==> config.mk <==
export PLATFORM = sky130hd
export DESIGN_NAME = lane_byte_rx
export DESIGN_NICKNAME = d
export VERILOG_FILES = /design/src/rtl/lane_rx_pkg.sv /design/src/rtl/lane_rx_ctrl.sv /design/src/rtl/lane_rx_packer.sv /design/src/rtl/lane_rx_tally.sv /design/src/rtl/lane_byte_rx.sv
export SDC_FILE = /design/constraint.sdc
export NUM_CORES = 1
export LEC_CHECK = 0
export BUFFER_PORTS_ARGS = -buffer_cell sky130_fd_sc_hd__buf_4
export CORE_ASPECT_RATIO = 1.75
export CORE_MARGIN = 4
export CORE_UTILIZATION = 57
export CTS_BUF_LIST = sky130_fd_sc_hd__clkbuf_2
export DETAILED_ROUTE_END_ITERATION = 7
export PLACE_DENSITY = 0.81
export SYNTH_ARGS = -nofsm -noshare
export SYNTH_HDL_FRONTEND = slang
export SYNTH_SLANG_ARGS = --single-unit
==> constraint.sdc <==
create_clock -name clk -period 3.4 [get_ports clk]
set_clock_uncertainty 0.1 [all_clocks]
set_input_delay 0.34 -clock clk [delete_from_list [all_inputs] [get_ports clk]]
set_output_delay 0.34 -clock clk [all_outputs]
set_load 0.05 [all_outputs]
==> src/rtl/lane_rx_pkg.sv <==
package lane_rx_pkg;

    // Lane tracking states
    typedef enum logic [1:0] {
        ST_ARMED = 2'd0,  // after reset: wait until frame is seen high
        ST_IDLE  = 2'd1,  // between packets
        ST_RECV  = 2'd2   // inside a packet
    } rx_state_e;

endpackage

==> src/rtl/lane_rx_ctrl.sv <==
module lane_rx_ctrl
    import lane_rx_pkg::*;
(
    input  logic clk,
    input  logic rst_n,
    input  logic frm_n,
    input  logic vld_n,
    output logic take,
    output logic pkt_start,
    output logic pkt_end
);

    rx_state_e state_q, state_d;

    // state register
    always_ff @(posedge clk) begin
        if (!rst_n) state_q <= ST_ARMED;
        else        state_q <= state_d;
    end

    // next state
    always_comb begin
        state_d = state_q;
        unique case (state_q)
            ST_ARMED: if (frm_n)  state_d = ST_IDLE;
            ST_IDLE:  if (!frm_n) state_d = ST_RECV;
            ST_RECV:  if (frm_n)  state_d = ST_IDLE;
            default:              state_d = ST_ARMED;
        endcase
    end

    // outputs
    always_comb begin
        take      = 1'b0;
        pkt_start = 1'b0;
        pkt_end   = 1'b0;
        unique case (state_q)
            ST_ARMED: ;
            ST_IDLE: begin
                if (!frm_n) begin
                    pkt_start = 1'b1;
                    take      = !vld_n;
                end
            end
            ST_RECV: begin
                take    = !vld_n;   // final bit arrives with frame already high
                pkt_end = frm_n;
            end
            default: ;
        endcase
    end

endmodule

==> src/rtl/lane_rx_packer.sv <==
module lane_rx_packer #(
    parameter int BYTE_W = 8
) (
    input  logic              clk,
    input  logic              rst_n,
    input  logic              take,
    input  logic              pkt_start,
    input  logic              pkt_end,
    input  logic              bit_in,
    output logic              emit,
    output logic [BYTE_W-1:0] emit_data,
    output logic              emit_last,
    output logic              emit_err
);

    localparam int IDX_W = (BYTE_W > 1) ? $clog2(BYTE_W) : 1;
    localparam logic [IDX_W-1:0] TOP_IDX = IDX_W'(BYTE_W - 1);

    logic [BYTE_W-1:0] acc_q, base_acc, merged;
    logic [IDX_W-1:0]  pos_q, base_pos;
    logic              full, pending;

    always_comb begin
        base_acc = pkt_start ? '0 : acc_q;
        base_pos = pkt_start ? '0 : pos_q;
        merged   = base_acc;
        if (take) merged[base_pos] = bit_in;
        full     = take && (base_pos == TOP_IDX);
        pending  = take || (base_pos != '0);
        emit      = full || (pkt_end && pending);
        emit_data = merged;
        emit_last = pkt_end && pending;
        emit_err  = pkt_end && pending && !full;
    end

    always_ff @(posedge clk) begin
        if (!rst_n || emit || pkt_end) begin
            acc_q <= '0;
            pos_q <= '0;
        end else begin
            acc_q <= merged;
            pos_q <= take ? IDX_W'(base_pos + 1'b1) : base_pos;
        end
    end

endmodule

==> src/rtl/lane_rx_tally.sv <==
module lane_rx_tally #(
    parameter int CNT_W = 8
) (
    input  logic             clk,
    input  logic             rst_n,
    input  logic             pkt_start,
    input  logic             emit,
    output logic [CNT_W-1:0] count
);

    localparam logic [CNT_W-1:0] CNT_MAX = '1;

    always_ff @(posedge clk) begin
        if (!rst_n) begin
            count <= '0;
        end else if (pkt_start) begin
            count <= emit ? CNT_W'(1) : '0;
        end else if (emit && count != CNT_MAX) begin
            count <= count + 1'b1;
        end
    end

endmodule

==> src/rtl/lane_byte_rx.sv <==
module lane_byte_rx #(
    parameter int BYTE_W = 8,
    parameter int CNT_W  = 8
) (
    input  logic              clk,
    input  logic              rst_n,
    input  logic              lane_bit,
    input  logic              lane_vld_n,
    input  logic              lane_frm_n,
    output logic              byte_vld,
    output logic [BYTE_W-1:0] byte_data,
    output logic              byte_last,
    output logic              byte_len_err,
    output logic [CNT_W-1:0]  pkt_bytes
);

    logic              take, pkt_start, pkt_end;
    logic              emit, emit_last, emit_err;
    logic [BYTE_W-1:0] emit_data;

    lane_rx_ctrl u_ctrl (
        .clk       (clk),
        .rst_n     (rst_n),
        .frm_n     (lane_frm_n),
        .vld_n     (lane_vld_n),
        .take      (take),
        .pkt_start (pkt_start),
        .pkt_end   (pkt_end)
    );

    lane_rx_packer #(.BYTE_W(BYTE_W)) u_packer (
        .clk       (clk),
        .rst_n     (rst_n),
        .take      (take),
        .pkt_start (pkt_start),
        .pkt_end   (pkt_end),
        .bit_in    (lane_bit),
        .emit      (emit),
        .emit_data (emit_data),
        .emit_last (emit_last),
        .emit_err  (emit_err)
    );

    lane_rx_tally #(.CNT_W(CNT_W)) u_tally (
        .clk       (clk),
        .rst_n     (rst_n),
        .pkt_start (pkt_start),
        .emit      (emit),
        .count     (pkt_bytes)
    );

    // registered byte interface, fields forced to zero when idle
    always_ff @(posedge clk) begin
        if (!rst_n) begin
            byte_vld     <= 1'b0;
            byte_data    <= '0;
            byte_last    <= 1'b0;
            byte_len_err <= 1'b0;
        end else begin
            byte_vld     <= emit;
            byte_data    <= emit ? emit_data : '0;
            byte_last    <= emit && emit_last;
            byte_len_err <= emit && emit_err;
        end
    end

endmodule

==> results.sh <==
export IMPL_ff2ff_setup_slack_ns=0.86
export IMPL_critPathCaptureType="flop"
export IMPL_syn_avg_cell_area_um2=9.06
export IMPL_status="complete, no violations"
export IMPL_path_cells="inv_1, ha_1, nand2b_1, nand2_1, inv_1, ha_1, o221ai_1, and2_4, or4_1, a21oi_1"
export IMPL_dp_worst_setup_slack_ns=0.901
export IMPL_drive_gt1_frac=0.185
export IMPL_antenna_found_initial=0
export IMPL_rows=24
export IMPL_initial_utilization=0.592
export IMPL_clock_sinks=32
export IMPL_critPathLaunchType="flop"
export IMPL_cts_hold_buf=0
export IMPL_first_iter_violations=35
export IMPL_via_per_inst=5.81
export IMPL_vias=1221
export IMPL_yosys_warnings=0
export IMPL_n_antenna_cell=0
export IMPL_cap_violations=0
export IMPL_wl_mm=2.98
export IMPL_yosys_register_bits=32
export IMPL_setup_viol=0
export IMPL_fin_tns_setup_ns=0
export IMPL_worst_slew_pin_slew_ns=0.398
export IMPL_gp_congestion=0.860
export IMPL_synth_edf_count=0
export IMPL_cts_tree="built"
export IMPL_post_synth_top_count_cell="dfxtp_1"
export IMPL_drtPass1Iterations=4
export IMPL_fin_crit_sh=0.746
export IMPL_grt_pass1_vias=1182
export IMPL_crit_required_ns=3.61
export IMPL_clk_path_buf_depth=2
export IMPL_post_drt_wl_per_cell_um=14.2
export IMPL_path_class="flop to flop"
export IMPL_antenna_left=0
export IMPL_cts_buffers=5
export IMPL_p_leak_nw=0.700
export IMPL_clk_pin_slew_ns=0.16
export IMPL_worst_path_buf_inv=2
export IMPL_power_total_mw=0.605
export IMPL_grt_pass1_wl_mm=4.88
export IMPL_max_freq_ghz=0.394
export IMPL_finalCriticalPeriod_ns=2.54
export IMPL_drv_slew=0
export IMPL_core_area_um2=2460
export IMPL_ir_drop_v=0.000266
export IMPL_synth_seq_area_share=0.439
export IMPL_insertion_delay_ns=0.36
export IMPL_arrival_ns=2.74
export IMPL_p_per_area_nw_per_um2=363
export IMPL_place_hpwl_mm=2.34
export IMPL_drc=0
export IMPL_async_reset_ff_frac=0
export IMPL_grt_setup_unrepaired="no"
export IMPL_cts_setup_buffers=0
export IMPL_synth_common_cells="32 x dfxtp_1, 23 x nor2_1, 12 x nand2_1, 9 x mux2i_1, 8 x ha_1"
export IMPL_synth_top_cell_area_share=0.439
export IMPL_worstHoldPathType="input port to flop"
export IMPL_hold_viol=0
export IMPL_whs_ns=0.161
export IMPL_die_h_um=74.9
export IMPL_cts_resized=0
export IMPL_syn_inst=161
export IMPL_ioPinCount=24
export IMPL_nets=197
export IMPL_syn2layout_area_growth_pct=14.2
export IMPL_postLayoutSetupSlackWorst_ns=0.864
export IMPL_port_buffers=23
export IMPL_synth_area_leader_cell="dfxtp_1"
export IMPL_ys_top_cells_by_area="dfxtp_1 44%, ha_1 6.9%, mux2i_1 6.2%"
export IMPL_track_usage=0.193
export IMPL_worstPathMaxFanout=10
export IMPL_fp_dieW_um=46.2
export IMPL_ys_types=43
export IMPL_dieArea_um2=3460
export IMPL_syn_area_um2=1460
export IMPL_overflow=0
export IMPL_synth_ff_type="dfxtp_1"
export IMPL_grt_max_degree=11
export IMPL_dp_cells=203
export IMPL_final_cells=210
export IMPL_worst_path_dominant_cell_family="simple AND/OR/NAND/NOR gates"
export IMPL_slew_headroom=0.733
export IMPL_max_stage_delay_ns=0.49
export IMPL_htreeDepth=2
export IMPL_syn_nets=174
export IMPL_root_buffer="clkbuf_2"
export IMPL_cp_slowest_cell="or4_1"
[placed cells by master, fill, tap and decap left out, types with 5 or more instances in the layout]
| master | instances |
|---|---|
| o21ai_0 | 5 |
| a21oi_1 | 6 |
| dfxtp_1 | 32 |
| mux2i_1 | 9 |
| nand2_1 | 12 |
| buf_4 | 23 |
| nand3_1 | 6 |
| ha_1 | 8 |
| clkbuf_2 | 5 |
| nor2_1 | 23 |
[kinds of logic (layout without fill, tap and decap cells)]
logic type	after synthesis	count (layout)	synth area share
AOI/OAI and AO/OA	30	30	0.137
adders and majority gates	8	8	0.0686
buffers and inverters	11	34	0.0352
DFF	32	32	0.439
muxes	9	9	0.0618
and+or+nand+nor	71	71	0.258
[through the flow]
step                      area [µm²]  utilization
after global routing            1670        0.676
after CTS                       1670        0.676
final                           1670        0.676
after detailed placement        1630        0.661
after global placement          1630        0.661
after floorplan                 1460            -
[final timing paths]
| path | startpoint | endpoint | cells after the start |
|---|---|---|---|
| max | u_ctrl.state_q[1]$_SDFFE_PN0P_ | u_tally.count[4]$_SDFFE_PN0P_ | 10 |
| min | rst_n | u_ctrl.state_q[1]$_SDFFE_PN0P_ | 2 |
| max reg2reg | u_ctrl.state_q[1]$_SDFFE_PN0P_ | u_tally.count[4]$_SDFFE_PN0P_ | 10 |
| min reg2reg | u_packer.acc_q[4]$_SDFF_PP0_ | byte_data[4]$_SDFF_PN0_ | 2 |
[area by class of cell]
| type | count | area, µm² |
|---|---|---|
| Tap cell | 26 | 32.5 |
| Clock inverter | 2 | 12.5 |
| Timing Repair Buffer | 23 | 173 |
| Inverter | 4 | 15.0 |
| Multi-Input combinational cell | 118 | 767 |
| Fill cell | 212 | 797 |
| Clock buffer | 5 | 25.0 |
| Sequential cell | 32 | 641 |
[registers in the layout (all words and copies together), names as in the netlist]
name / flops
byte_vld: 1
u_packer.acc_q: 8
byte_data: 8
u_ctrl.state_q: 2
u_packer.pos_q: 3
u_tally.count: 8
byte_len_err: 1
byte_last: 1
[metal layers]
layer	track usage	wire length [µm]
met3	0.0670	156
met4	0.120	54
met2	0.339	1680
met5	0	0
met1	0.183	1100
[where the power goes]
| part | leakage, nW | internal (mW) | switching, mW |
|---|---|---|---|
| combinational | 0.418 | 0.0209 | 0.0339 |
| clock | 0.0248 | 0.0453 | 0.123 |
| sequential | 0.258 | 0.378 | 0.00395 |
(Power assumes the default switching activity.)
